`config.mk`:
```
export PLATFORM = sky130hd
export DESIGN_NAME = rx_char_status_acc
export DESIGN_NICKNAME = d
export VERILOG_FILES = /design/src/rtl/rxacc_pkg.sv /design/src/rtl/rxacc_store.sv /design/src/rtl/rxacc_count.sv /design/src/rtl/rxacc_flags.sv /design/src/rtl/rx_char_status_acc.sv
export SDC_FILE = /design/constraint.sdc
export NUM_CORES = 1
export LEC_CHECK = 0
export BUFFER_PORTS_ARGS = -buffer_cell sky130_fd_sc_hd__buf_2
export CAP_MARGIN = 20
export CORE_UTILIZATION = 26
export DETAILED_ROUTE_END_ITERATION = 7
export PLACE_DENSITY = 0.56
export SKIP_LAST_GASP = 1
export SLEW_MARGIN = 20
export SYNTH_ARGS = -nofsm -noshare
export SYNTH_HDL_FRONTEND = slang
export SYNTH_SLANG_ARGS = --single-unit
```
`constraint.sdc`:
```
create_clock -name clk -period 1.7 [get_ports clk]
set_input_delay 0 -clock clk [delete_from_list [all_inputs] [get_ports clk]]
set_output_delay 0 -clock clk [all_outputs]
set_load 0.02 [all_outputs]
```
`src/rtl/rxacc_pkg.sv`:
```
package rxacc_pkg;
  localparam int ST_W  = 16;
  localparam int ISB_W = 8;

  // status word bit positions
  localparam int ST_OVR  = 0;
  localparam int ST_PAR  = 5;
  localparam int ST_STOP = 7;
  localparam logic [ST_W-1:0] ST_KEEP_MASK = 16'h00A1;

  // interrupt status bit positions
  localparam int ISB_DDS = 0;
  localparam int ISB_LEN = 2;

  typedef struct packed {
    logic perr;
    logic serr;
    logic cod;
  } chr_flags_t;
endpackage

```
`src/rtl/rxacc_store.sv`:
```
module rxacc_store #(
  parameter int DW = 8
) (
  input  logic          clk,
  input  logic          rst,
  input  logic          accept_i,
  input  logic          zero_inh_i,
  input  logic          perr_i,
  input  logic [DW-1:0] data_i,
  output logic          wr_o,
  output logic [DW-1:0] data_o
);
  logic [DW-1:0] subst;

  // bad parity becomes all zeros unless inhibited
  assign subst = (perr_i && !zero_inh_i) ? '0 : data_i;

  always_ff @(posedge clk) begin
    if (rst) begin
      wr_o   <= 1'b0;
      data_o <= '0;
    end else begin
      wr_o <= accept_i;
      if (accept_i) data_o <= subst;
    end
  end
endmodule

```
`src/rtl/rxacc_count.sv`:
```
module rxacc_count #(
  parameter int CW = 16
) (
  input  logic          clk,
  input  logic          rst,
  input  logic          start_i,
  input  logic [CW-1:0] init_i,
  input  logic          accept_i,
  input  logic          end_i,
  output logic [CW-1:0] cnt_o,
  output logic          active_o,
  output logic          last_o
);
  localparam logic [CW-1:0] ONE = CW'(1);

  assign last_o = (cnt_o == ONE);

  always_ff @(posedge clk) begin
    if (rst) begin
      cnt_o    <= '0;
      active_o <= 1'b0;
    end else if (start_i) begin
      cnt_o    <= init_i;
      active_o <= |init_i;
    end else if (accept_i) begin
      cnt_o <= cnt_o - ONE;
      if (end_i) active_o <= 1'b0;
    end
  end
endmodule

```
`src/rtl/rxacc_flags.sv`:
```
module rxacc_flags
  import rxacc_pkg::*;
(
  input  logic             clk,
  input  logic             rst,
  input  logic             start_i,
  input  logic             rd_i,
  input  logic             accept_i,
  input  chr_flags_t       chr_i,
  input  logic             busy_i,
  input  logic             last_i,
  input  logic             chain_i,
  output logic [ST_W-1:0]  status_o,
  output logic [ISB_W-1:0] isb_o,
  output logic             exc_o
);
  logic [ST_W-1:0]  st_d;
  logic [ISB_W-1:0] isb_d;
  logic             pend_q, pend_d, exc_d;
  logic             pend_now, len_err, msg_end;

  always_comb begin
    pend_now = pend_q | chr_i.perr | busy_i;
    len_err  = (chr_i.cod & ~last_i) | (last_i & ~chr_i.cod & ~chain_i);
    msg_end  = chr_i.cod | (last_i & ~chain_i);
    st_d     = (start_i | rd_i) ? '0 : status_o;
    isb_d    = (start_i | rd_i) ? '0 : isb_o;
    pend_d   = pend_q;
    exc_d    = 1'b0;
    if (start_i) begin
      pend_d = 1'b0;
    end else if (accept_i) begin
      st_d[ST_OVR]  = st_d[ST_OVR]  | busy_i;
      st_d[ST_PAR]  = st_d[ST_PAR]  | chr_i.perr;
      st_d[ST_STOP] = st_d[ST_STOP] | chr_i.serr;
      if (len_err) begin
        isb_d[ISB_LEN] = 1'b1;
        isb_d[ISB_DDS] = chr_i.cod;
      end
      exc_d  = chr_i.serr | len_err | (msg_end & pend_now);
      pend_d = exc_d ? 1'b0 : pend_now;
    end
    st_d = st_d & ST_KEEP_MASK;
  end

  always_ff @(posedge clk) begin
    if (rst) begin
      status_o <= '0;
      isb_o    <= '0;
      pend_q   <= 1'b0;
      exc_o    <= 1'b0;
    end else begin
      status_o <= st_d;
      isb_o    <= isb_d;
      pend_q   <= pend_d;
      exc_o    <= exc_d;
    end
  end
endmodule

```
`src/rtl/rx_char_status_acc.sv`:
```
module rx_char_status_acc
  import rxacc_pkg::*;
#(
  parameter int DW = 8,
  parameter int CW = 16
) (
  input  logic             clk,
  input  logic             rst,
  input  logic             start_i,
  input  logic [CW-1:0]    cnt_init_i,
  input  logic             chain_i,
  input  logic             zero_inh_i,
  input  logic             stat_rd_i,
  input  logic             chr_vld_i,
  input  logic [DW-1:0]    chr_data_i,
  input  logic             chr_perr_i,
  input  logic             chr_stoperr_i,
  input  logic             chr_cod_i,
  input  logic             dma_busy_i,
  output logic             st_wr_o,
  output logic [DW-1:0]    st_data_o,
  output logic [CW-1:0]    cnt_o,
  output logic [ST_W-1:0]  status_o,
  output logic [ISB_W-1:0] isb_o,
  output logic             exc_o
);
  logic       active, last, accept, op_end;
  chr_flags_t chr;

  assign chr.perr = chr_perr_i;
  assign chr.serr = chr_stoperr_i;
  assign chr.cod  = chr_cod_i;

  assign accept = chr_vld_i & active & ~start_i;
  assign op_end = chr_cod_i | chr_stoperr_i | last;

  rxacc_store #(.DW(DW)) u_store (
    .clk        (clk),
    .rst        (rst),
    .accept_i   (accept),
    .zero_inh_i (zero_inh_i),
    .perr_i     (chr_perr_i),
    .data_i     (chr_data_i),
    .wr_o       (st_wr_o),
    .data_o     (st_data_o)
  );

  rxacc_count #(.CW(CW)) u_count (
    .clk      (clk),
    .rst      (rst),
    .start_i  (start_i),
    .init_i   (cnt_init_i),
    .accept_i (accept),
    .end_i    (op_end),
    .cnt_o    (cnt_o),
    .active_o (active),
    .last_o   (last)
  );

  rxacc_flags u_flags (
    .clk      (clk),
    .rst      (rst),
    .start_i  (start_i),
    .rd_i     (stat_rd_i),
    .accept_i (accept),
    .chr_i    (chr),
    .busy_i   (dma_busy_i),
    .last_i   (last),
    .chain_i  (chain_i),
    .status_o (status_o),
    .isb_o    (isb_o),
    .exc_o    (exc_o)
  );
endmodule

```
# --- After elaboration in Yosys (flattened, before gate mapping) ---
# Index checks and enable logic that the tools add are counted.
classes:
  n_reduce_logical: 8
  eq_ne: 1
  add_sub_neg: 1
  bitwise_logic: 24
  mux: 21
ops:
  columns: ["cell", "n"]
  rows:
  - ["16-bit 2-to-1 mux", 2]
  - ["16-bit by 1-bit equality test with 1-bit output, second input constant", 1]
  - ["1-bit 2-to-1 mux", 16]
  - ["8-bit 2-to-1 mux", 2]
  - ["16-bit OR reduction", 1]
  - ["16-bit by 1-bit subtractor with 16-bit output, second input constant", 1]
  - ["1-bit bitwise OR", 12]
  - ["1-bit bitwise AND", 7]
  - ["1-bit NOT", 5]
  - ["2-bit nonzero test", 2]
  - ["3-bit 2-to-1 mux", 1]
  - ["3-bit OR reduction", 1]
  - ["2-bit AND reduction", 1]
  - ["2-bit OR reduction", 1]
  - ["1-bit logical AND", 1]
  - ["1-bit zero test", 1]
word_totals:
  reg_bits: 33
  output_inout_bits: 50
  wordCells: 63

# --- Logic depth before layout (Yosys ltp) ---
# Gate-level depths: netlist of run 1.
logic_depth:
  word_depth: 7
  mapped_depth: 6
  ltp_nobuf: 6

# --- Hierarchy ---
# From an unflattened synthesis of run 1, not the netlist that was laid out.
unflattened:
  cells_unflattened: 206
  hier_area_um2: 1834.3
by_module_without_submodules:
  columns: ["module", "area_per_inst_um2", "cells_each", "seq_area_each_um2", "instances"]
  rows:
  - ["rxacc_count", 993.5, 112, 340.3, 1]
  - ["rxacc_flags", 471.7, 54, 140.1, 1]
  - ["rxacc_store", 354.1, 38, 180.2, 1]
  - ["rx_char_status_acc", 15.0, 2, 0.0, 1]

# --- Least setup slack after synthesis of run 1 ---
# OpenSTA, ideal clock, no wires.
synth_timing:
  path_type: "register -> register"
  from: "register u_count.cnt_o[0]"
  to: "register u_count.cnt_o[12]"
  path_buffers: 0
  stages_incl_launch_ff: 7
  arrival_time_ps: 1719
  period_less_slack_ps: 1810
  setup_slack_ps: -110
  cell_sequence: "dfxtp_1 -> inv_1 -> ha_1 -> and4b_1 -> nand4_1 -> or4_2 -> a311oi_1"
synth_between:
  elab_chain_len: 3
synth_rtl:
  columns: ["item", "line", "source"]
  rows:
  - ["start: declaration", "rxacc_count.sv:10", "output logic [CW-1:0] cnt_o,"]
  - ["start signal: assignment", "rxacc_count.sv:23", "cnt_o <= init_i;"]
  - ["start signal: assignment", "rxacc_count.sv:26", "cnt_o <= cnt_o - ONE;"]
  - ["16-bit by 1-bit subtractor with 16-bit output", "rxacc_count.sv:26", null]
  - ["16-bit 2-to-1 mux", "rxacc_count.sv:25", "end else if (accept_i) begin"]
  - ["16-bit 2-to-1 mux", "rxacc_count.sv:22", "end else if (start_i) begin"]
# Every way passes these cells. The select of a mux whose other input is x is not followed.
# A chain may end at the register's enable or synchronous reset.

# --- Worst setup path after layout of run 1 ---
layout_timing:
  from: "register u_count.cnt_o[10]"
  to: "register u_count.cnt_o[14]"
# The elaborated chain is that of the path after synthesis.

==> key figures, run 1 <==
CTS
  • Clk Latency, worst-skew pair: 0.29 ns
  • Htree depth: 2
  • CTS tree: done
  • Clock Tree Root: clkbuf_8
  • CTS sink count: 33
  • Max Buffers Root-to-Sink: 2
  • Clk slew on worst S/H paths: 0.07 ns
  • TritonCTS Buffers: 5

Routing
  • Final wirelength: 5.43 mm
  • Drt wl/cell: 13.4 µm
  • Post-route DRC: 6
  • Vias: 1950
  • Routed Antenna Nets: 0
  • DR pass1 iterations: 8
  • DR iter-0 viols: 85
  • Via density: 4.83

Power
  • Switching share of power: 28.7%
  • Pwr Density: 785 nW/µm²
  • Sequential power share: 40.0%
  • Leak pwr: 1.19 nW
  • VDD IR max: 279 µV
  • Logic pwr share: 22.8%
  • Switching pwr: 0.606 mW
  • Clk pwr share: 37.2%
  • Int Pwr: 1.51 mW

Yosys
  • XOR/XNOR Fraction of Synth Area: 2.46%
  • Syn Area/Cell: 8.17 µm²
  • Synth Area in Simple Gates: 28.9%
  • Synth Register Bits: 33
  • EDFF count, synth: 0
  • Count of cell types in the netlist: 47
  • Synthesized area: 1780 µm²
  • Yosys warns: 0
  • Synth Area in Compound Gates: 18.2%
  • Synth Area in Adders: 1.40%
  • Ys async rst share: 0%
  • Seq/Total Area, Yosys: 37.1%
  • Cells after Synth: 218
  • Synth area leaders: dfxtp_1, buf_4, nor2_1
  • Post-synthesis mux area share: 0%
  • Largest family of logic cells by synthesized area: simple AND/OR/NAND/NOR gates
  • Yosys top cell area share: 37.1%
  • Largest area contributor in the netlist: dfxtp_1
  • Dominant synthesized flop cell: dfxtp_1

Floorplanning
  • Die W: 84.8 µm
  • Die area: 7190 µm²
  • Die H: 84.8 µm
  • Core area: 6490 µm²
  • Row count: 29
  • Initial Util: 27.4%
  • I/O pins: 85

Setup path
  • CP delay by family, top: simple AND/OR/NAND/NOR gates
  • CP endpoint kind: flip-flop
  • Max stage delay on crit path: 0.53 ns
  • Worst path required time: 1.90 ns
  • R2R Setup Slk: -0.02 ns
  • CP max stage cell: or4_4
  • Worst Setup Start Kind: flip-flop
  • CP cell instances: or4_4 > buf_4 > or3_4 > a311oi_2
  • Buf/Inv on CP: 1
  • Worst EP arrival: 1.92 ns
  • Max Fanout on Critical Path: 3
  • Crit path kind: reg2reg

STA
  • Max frequency: 582 MHz
  • Final Hold Viols: 1
  • Setup Skew: 0.00459 ns
  • Worst hold slack: -0.00495 ns
  • Final worst slack: -0.0172 ns
  • Final Max Tran Viols: 0
  • Final Cycle Share: 101%
  • Setup TNS: -0.0275 ns
  • Post-layout min period: 1.72 ns
  • RSZ-0062 raised after global routing: true
  • Final-report setup violation count: 2

Layout
  • Most common cell after layout, fill and taps aside: buf_2
  • Area grow syn2layout: 51.1%
  • N_diodes: 0
  • Share of layout cells above drive strength 1: 39.8%
  • Fin util: 41.4%
  • Commonest cells after routing, fill and taps aside: buf_2, buf_4, dfxtp_1, nor2_1, conb_1
  • Nets: 363

Global route
  • Total grt overflow: 0
  • Aggregate global-route resource usage: 15.7%
  • Initial antenna violation count: 0
  • Largest net degree at the start of global routing: 29
  • First-pass GRT wire length: 8.86 mm
  • Vias in the first global route: 1829

Placement
  • Final GP Congestion: 0.851
  • Port Buffers: 65
  • HPWL after DPL: 3.90 mm

Hold path
  • Worst hold path type: in2reg

Status
  • Status: finished, violations left
  • Failing checks: DRC, hold timing, setup timing

Flow run
  • Maxcap violations: 0
-- state kept, by name (all words and copies together) (netlist names) --
signal / flops
u_flags.exc_o: 1
u_count.cnt_o: 16
u_flags.pend_q: 1
u_store.wr_o: 1
u_count.active_o: 1
u_flags.status_o: 3
u_store.data_o: 8
u_flags.isb_o: 2
-- power groups by stage --
| stage | combinational (mW) | sequential [mW] | clock, mW |
|---|---|---|---|
| 6_report | 0.481 | 0.845 | 0.786 |
| 5_1_grt | 0.527 | 0.850 | 0.848 |
| 4_1_cts | 0.456 | 0.842 | 0.803 |
| 3_5_place_dp | 0.415 | 0.860 | 0 |
| 3_3_place_gp | 0.414 | 0.858 | 0 |
| 2_1_floorplan | 0.225 | 0.903 | 0 |
-- worst paths after layout --
check | start | endpoint | depth (start not counted)
setup / recovery | u_count.cnt_o[10] | u_count.cnt_o[14] | 4
hold / removal | cnt_init_i[3] | u_count.cnt_o[3] | 3
setup reg to reg | u_count.cnt_o[10] | u_count.cnt_o[14] | 4
hold reg to reg | u_store.data_o[3] | u_store.data_o[3] | 2
-- metrics by stage --
stage                     total power, mW  cells  setup WS, ns  hold slack [ns]  cell area (µm²)
final                                2.11    404       -0.0172         -0.00495             2690
after global routing                 2.23    404       -0.0708          0.00798             2690
after CTS                            2.10    399       -0.0233          0.00110             2600
after detailed placement             1.27    372        -0.113            0.261             2280
after global placement               1.27    372       -0.0756            0.254             2280
after floorplan                      1.13    236       0.00208            0.134             1860
-- logic make-up after synthesis --
kind of cell    count (synthesis)
compound gates                 48
xor+xnor                        5
fa+ha+maj                       2
buf+inv                        36
flops                          33
other cells                     1
simple gates                   93
-- repair_timing --
item / 4_1_cts / 5_1_grt
endpoints found under the hold margin: 17 / 0
gates resized for setup: 4 / 16
setup endpoints to repair: 8 / 11
hold buffers: 17 / 0
buffers inserted: 2 / 5
pin swaps: 6 / 10
-- cell type report --
cell class                 instances  area [µm²]
clock inverter                     1        30.0
multi-input combinational        167        1040
sequential                        33         677
fill                             672        3800
timing repair buffer             113         736
clock buffer                       7        86.3
tap                               77        96.3
inverter                           6        22.5
-- layer usage --
| layer | routed length, µm | part of all wire, % | global-route usage (%) |
|---|---|---|---|
| met1 | 2570 | 47 | 20.8 |
| met2 | 2560 | 47 | 25.1 |
| met3 | 204 | 3.8 | 3.15 |
| met4 | 104 | 1.9 | 6.32 |
| met5 | 0 | 0 | 0 |
-- Yosys cell counts (all sizes together) (2+ instances only) --
master and number:
nor2b 3, nor3 5, nor4b 2, ha 2, nor2 25, o21ai 7, xor2 3, nand3 11
nand4b 2, o31ai 3, xnor2 2, nand2 14, a211oi 5, or3 7, buf 24, or4 5
or2 2, nor4 6, a311oi 9, clkbuf 6, a21oi 17, dfxtp 33, nand4 2, nor3b 2
inv 6, nand2b 2
-- worst register-to-register path: stages (launching register included) --
cell      delay (ns)
dfxtp_4         0.35
or4_4           0.53
buf_4           0.16
or3_4           0.32
a311oi_2        0.27
Note: power is estimated with default switching activity, not from simulation.
==> inputs of run 2 (changes only) <==
- PLACE_DENSITY: 0.56 -> 0.54
- SLEW_MARGIN: 20 -> 15
- clock period: 1.7 -> 1.88 ns (I/O delays scaled with it)
==> key figures, run 2 (synthesis gave the netlist of run 1 again) <==
CTS
  • Max Buffers Root-to-Sink: 2 (unchanged)
  • Clk slew on worst S/H paths: 0.07 ns (about the same)
  • CTS sink count: 33 (unchanged)
  • Htree depth: 2 (unchanged)
  • Clock Tree Root: clkbuf_8
  • CTS tree: done
  • Clk Latency, worst-skew pair: 0.29 ns (about the same)
  • TritonCTS Buffers: 5 (unchanged)

Power
  • VDD IR max: 292 µV (+4.5%)
  • Final Power: 1.86 mW (-12%)
  • Pwr Density: 737 nW/µm² (-6.0%)
  • Leak pwr: 1.11 nW (-6.6%)

STA
  • Setup TNS: 0 ns (+0.0275 ns)
  • Max frequency: 572 MHz (-1.8%)
  • Final Hold Viols: 0 (-1)
  • Final Max Tran Viols: 0 (unchanged)
  • Post-layout min period: 1.75 ns (+0.0320 ns)
  • Final-report setup violation count: 0 (-2)
  • Setup Skew: 0.00902 ns (+0.00442 ns)
  • Final worst slack: 0.131 ns (+0.148 ns)
  • RSZ-0062 raised after global routing: false
  • Final Cycle Share: 93.0% (-8.0 points)

Routing
  • DR pass1 iterations: 8 (unchanged)
  • Routed Antenna Nets: 0 (unchanged)
  • Vias: 1867 (-4.3%)
  • Post-route DRC: 2 (-4)
  • Via density: 4.77 (-1.1%)
  • DR iter-0 viols: 73 (-14%)
  • Final wirelength: 5.29 mm (-2.6%)
  • Drt wl/cell: 13.5 µm (+0.62%)

Placement
  • Worst slack, placed: 0.0433 ns (+0.156 ns)
  • HPWL after DPL: 3.91 mm (+0.26%)
  • Final GP Congestion: 0.800 (-6.1%)
  • Port Buffers: 65 (unchanged)

Setup path
  • Max Fanout on Critical Path: 7 (+4)
  • Worst path required time: 2.08 ns (+0.18 ns)
  • Worst Setup Start Kind: flip-flop
  • R2R Setup Slk: 0.13 ns (+0.15 ns)
  • Worst setup path startpoint: u_count.cnt_o[11]
  • Reg2Reg Depth: 4 (unchanged)
  • CP endpoint kind: flip-flop
  • Crit path kind: reg2reg
  • Worst EP arrival: 1.95 ns (+0.03 ns)
  • Worst R2R End: u_count.cnt_o[15]
  • Crit Reg-Reg Startpoint: u_count.cnt_o[11]

Layout
  • Commonest cells after routing, fill and taps aside: buf_2, dfxtp_1, nor2_1, conb_1, buf_4
  • Share of layout cells above drive strength 1: 32.5% (-7.3 points)
  • N_diodes: 0 (unchanged)
  • Fin util: 38.8% (-2.7 points)
  • Most common cell after layout, fill and taps aside: buf_2
  • Top Registers: u_count.cnt_o x16, u_store.data_o x8, u_flags.status_o x3
  • Largest register FFs: 16 (unchanged)
  • Nets: 350 (-3.6%)
  • Fillers: 703 (+4.6%)
  • Area grow syn2layout: 41.3%
  • Most flops, register: u_count.cnt_o

Global route
  • Aggregate global-route resource usage: 14.8% (-0.90 points)
  • Initial antenna violation count: 0 (unchanged)
  • Vias in the first global route: 1781 (-2.6%)
  • Largest net degree at the start of global routing: 29 (unchanged)
  • First-pass GRT wire length: 8.47 mm (-4.4%)
  • Total grt overflow: 0 (unchanged)

Floorplanning
  • Die W: 84.8 µm (unchanged)
  • Row count: 29 (unchanged)
  • Die area: 7190 µm² (unchanged)
  • I/O pins: 85 (unchanged)
  • Die H: 84.8 µm (unchanged)
  • Core area: 6490 µm² (unchanged)
  • Initial Util: 27.4% (unchanged)

Status
  • Failing checks: DRC
  • Status: finished, violations left

Hold path
  • Hold depth: 3 (unchanged)
  • Hold_sp: cnt_init_i[9]
  • Worst hold path type: in2reg
  • Worst Hold Endpoint: u_count.cnt_o[9]

Flow run
  • Maxcap violations: 0 (unchanged)
[run 2: layout make-up]
cell class	instances	area, µm²	area share, %
clock buffers	7	86.3	3.43
clock inverters	1	30.0	1.19
inverters	6	22.5	0.895
multi-input cells	167	991	39.4
flip-flops and latches	33	661	26.2
well taps	77	96.3	3.83
repair buffers	100	631	25.0
[run 2: routing by layer]
metal	GRT usage (%)	up-vias	wire, µm
met3	2.85	3	227
met4	3.24	0	27
met2	24.8	47	2500
met1	19.8	867	2530
li1	-	950	-
met5	0	-	0
[run 2: through the flow]
| step | hold slack, ns | cells | cell area, µm² |
|---|---|---|---|
| after floorplan | 0.139 | 236 | 1850 |
| after CTS | 0.00308 | 390 | 2500 |
| final | 0.00622 | 391 | 2520 |
| after global routing | 0.0248 | 391 | 2520 |
| after global placement | 0.259 | 365 | 2210 |
| after detailed placement | 0.263 | 365 | 2210 |
[run 2: critical path, stage by stage (launching register included)]
cell      delay (ns)
dfxtp_1         0.37
or4_4           0.55
nand2b_4        0.16
or3_1           0.33
a311oi_1        0.26
[run 2: repair_timing]
action	CTS	global route
hold buffers	17	0
setup endpoints to repair	0	5
setup buffers	0	1
hold endpoints to repair	17	0
resized for setup	0	3
[run 2: worst max-delay path by stage]
stage / end / slack (ns)
after CTS: u_count.cnt_o[12] / 0.05
after global routing: u_count.cnt_o[15] / 0.007
final: u_count.cnt_o[15] / 0.13
after detailed placement: u_count.cnt_o[12] / 0.04
after global placement: u_count.cnt_o[12] / 0.11
after floorplan: u_count.cnt_o[12] / 0.07
[run 2: power by group]
| group | internal, mW | leakage (nW) | total, mW | switching, mW |
|---|---|---|---|---|
| Sequential | 0.731 | 0.271 | 0.762 | 0.0308 |
| Clock | 0.432 | 0.0585 | 0.703 | 0.271 |
| Combinational | 0.165 | 0.778 | 0.391 | 0.227 |
==> inputs of run 3 (changes only) <==
- PLACE_DENSITY: 0.54 -> 0.6
==> key figures, run 3 (synthesis gave the netlist of run 1 again) <==
Layout
  • Top Registers: u_count.cnt_o x16, u_store.data_o x8, u_flags.status_o x3
  • N_diodes: 0 (unchanged)
  • Share of layout cells above drive strength 1: 31.8% (-0.67 points)
  • Register area: 663 µm² (+0.38%)
  • Final non-filler cell total: 385 (-1.5%)
  • Most common cell after layout, fill and taps aside: buf_2
  • Area of the multi-input gates: 985 µm² (-0.63%)
  • Fin util: 37.8% (-0.98 points)
  • Commonest cells after routing, fill and taps aside: buf_2, dfxtp_1, nor2_1, conb_1
  • Nets: 344 (-1.7%)
  • Fillers: 691 (-1.7%)
  • Most flops, register: u_count.cnt_o
  • Area grow syn2layout: 37.7%
  • Largest register FFs: 16 (unchanged)

Routing
  • Drt wl/cell: 13.5 µm (-0.21%)
  • Vias: 1859 (-0.43%)
  • DR iter-0 viols: 82 (+12%)
  • Final wirelength: 5.20 mm (-1.7%)
  • Via density: 4.83 (+1.1%)
  • Routed Antenna Nets: 0 (unchanged)
  • Post-route DRC: 6 (+4)
  • DR pass1 iterations: 6 (-2)

STA
  • Final Hold Viols: 0 (unchanged)
  • RSZ-0062 raised after global routing: true
  • Setup Skew: 0.00259 ns (-0.00643 ns)
  • Max frequency: 560 MHz (-2.1%)
  • Final Max Tran Viols: 0 (unchanged)
  • Final Cycle Share: 95.0% (+2.0 points)
  • Final worst slack: 0.0933 ns (-0.0375 ns)
  • Worst hold slack: 0.000381 ns (-0.00584 ns)
  • Post-layout min period: 1.79 ns (+0.0375 ns)
  • Final-report setup violation count: 0 (unchanged)

Status
  • Failing checks: DRC
  • Status: finished, violations left

Setup path
  • CP cell instances: buf_4 > or3_2 > or4_1 > a311oi_1
  • CP max stage cell: or4_1
  • Max stage delay on crit path: 0.51 ns (-0.04 ns)
  • CP endpoint kind: flip-flop
  • Crit Reg-Reg Startpoint: u_count.cnt_o[10]
  • Buf/Inv on CP: 1 (+1)
  • CP delay by family, top: simple AND/OR/NAND/NOR gates
  • Max Fanout on Critical Path: 8 (+1)
  • Worst Setup Start Kind: flip-flop
  • Worst setup path startpoint: u_count.cnt_o[10]
  • Worst EP arrival: 1.99 ns (+0.04 ns)
  • Crit path kind: reg2reg
  • Worst path required time: 2.08 ns (about the same)

Floorplanning
  • Die H: 84.8 µm (unchanged)
  • I/O pins: 85 (unchanged)
  • Initial Util: 27.4% (unchanged)
  • Row count: 29 (unchanged)
  • Die W: 84.8 µm (unchanged)
  • Core area: 6490 µm² (unchanged)
  • Die area: 7190 µm² (unchanged)

Global route
  • Aggregate global-route resource usage: 14.8% (+0.032 points)
  • First-pass GRT wire length: 8.40 mm (-0.90%)
  • Routing usage on met3: 3.93% (+1.1 points)
  • Initial antenna violation count: 0 (unchanged)
  • Vias in the first global route: 1768 (-0.73%)
  • GRT busiest layer: met2
  • Met2 global-route usage: 23.2% (-1.6 points)
  • Global-route met1 utilization: 19.3% (-0.45 points)
  • Largest net degree at the start of global routing: 29 (unchanged)
  • Total grt overflow: 0 (unchanged)

Power
  • Pwr Density: 709 nW/µm² (-3.9%)
  • Final Power: 1.74 mW (-6.3%)
  • Leak pwr: 1.07 nW (-3.0%)
  • VDD IR max: 244 µV (-17%)

CTS
  • TritonCTS Buffers: 5 (unchanged)
  • Htree depth: 2 (unchanged)
  • Clk slew on worst S/H paths: 0.07 ns (about the same)
  • CTS tree: done
  • Clock Tree Root: clkbuf_8
  • CTS sink count: 33 (unchanged)
  • Max Buffers Root-to-Sink: 2 (unchanged)
  • Clk Latency, worst-skew pair: 0.29 ns (about the same)

Placement
  • Worst slack, placed: 0.0350 ns (-0.00833 ns)
  • Placed insts: 360 (-1.4%)
  • Port Buffers: 65 (unchanged)
  • HPWL after DPL: 3.84 mm (-1.8%)
  • Final GP Congestion: 0.871 (+8.9%)

Hold path
  • Hold_sp: cnt_init_i[12]
  • Worst hold path type: in2reg

Flow run
  • Maxcap violations: 0 (unchanged)
## run 3: final cells by class
class | count | share of cell area [%]
clock buffers | 7 | 3.93
clock inverters | 1 | 0.204
inverters | 6 | 0.918
multi-input cells | 167 | 40.1
flip-flops and latches | 33 | 27.0
well taps | 77 | 3.93
repair buffers | 94 | 23.9
## run 3: worst reg2reg max path, cell delays in order, from the launching register on
cell	delay, ns
dfxtp_1	0.31
buf_4	0.15
or3_2	0.48
or4_1	0.51
a311oi_1	0.25
## run 3: report_power, final
part | internal, mW | leakage (nW) | switching [mW]
sequential | 0.732 | 0.271 | 0.0327
clock | 0.331 | 0.0542 | 0.268
combinational | 0.155 | 0.749 | 0.220
total | 1.22 | 1.07 | 0.520
## run 3: through the flow
| stage | area (µm²) | TNS, ns |
|---|---|---|
| global placement | 2170 | 0 |
| global route | 2450 | -0.0508 |
| detailed placement | 2170 | 0 |
| finish | 2450 | 0 |
| CTS | 2450 | 0 |
| floorplan | 1850 | 0 |
## run 3: repair_timing
item	in CTS	in global routing
buffers inserted	0	0
endpoints found under the hold margin	17	0
hold buffers	17	0
endpoints found under the setup margin	0	4
gates resized for setup	0	4
## run 3: final timing paths
path,to,slack (ns),cells past startpoint
worst max-delay path,u_count.cnt_o[13],0.09,4
worst min-delay path,u_count.cnt_o[12],0.0004,3
worst max register to register,u_count.cnt_o[13],0.09,4
worst min register to register,u_store.data_o[6],0.45,2
## run 3: routing by layer
layer	vias to the layer above	part of all wire [%]
met2	51	47
li1	936	-
met3	8	5.1
met4	0	1.7
met5	-	0
met1	864	46
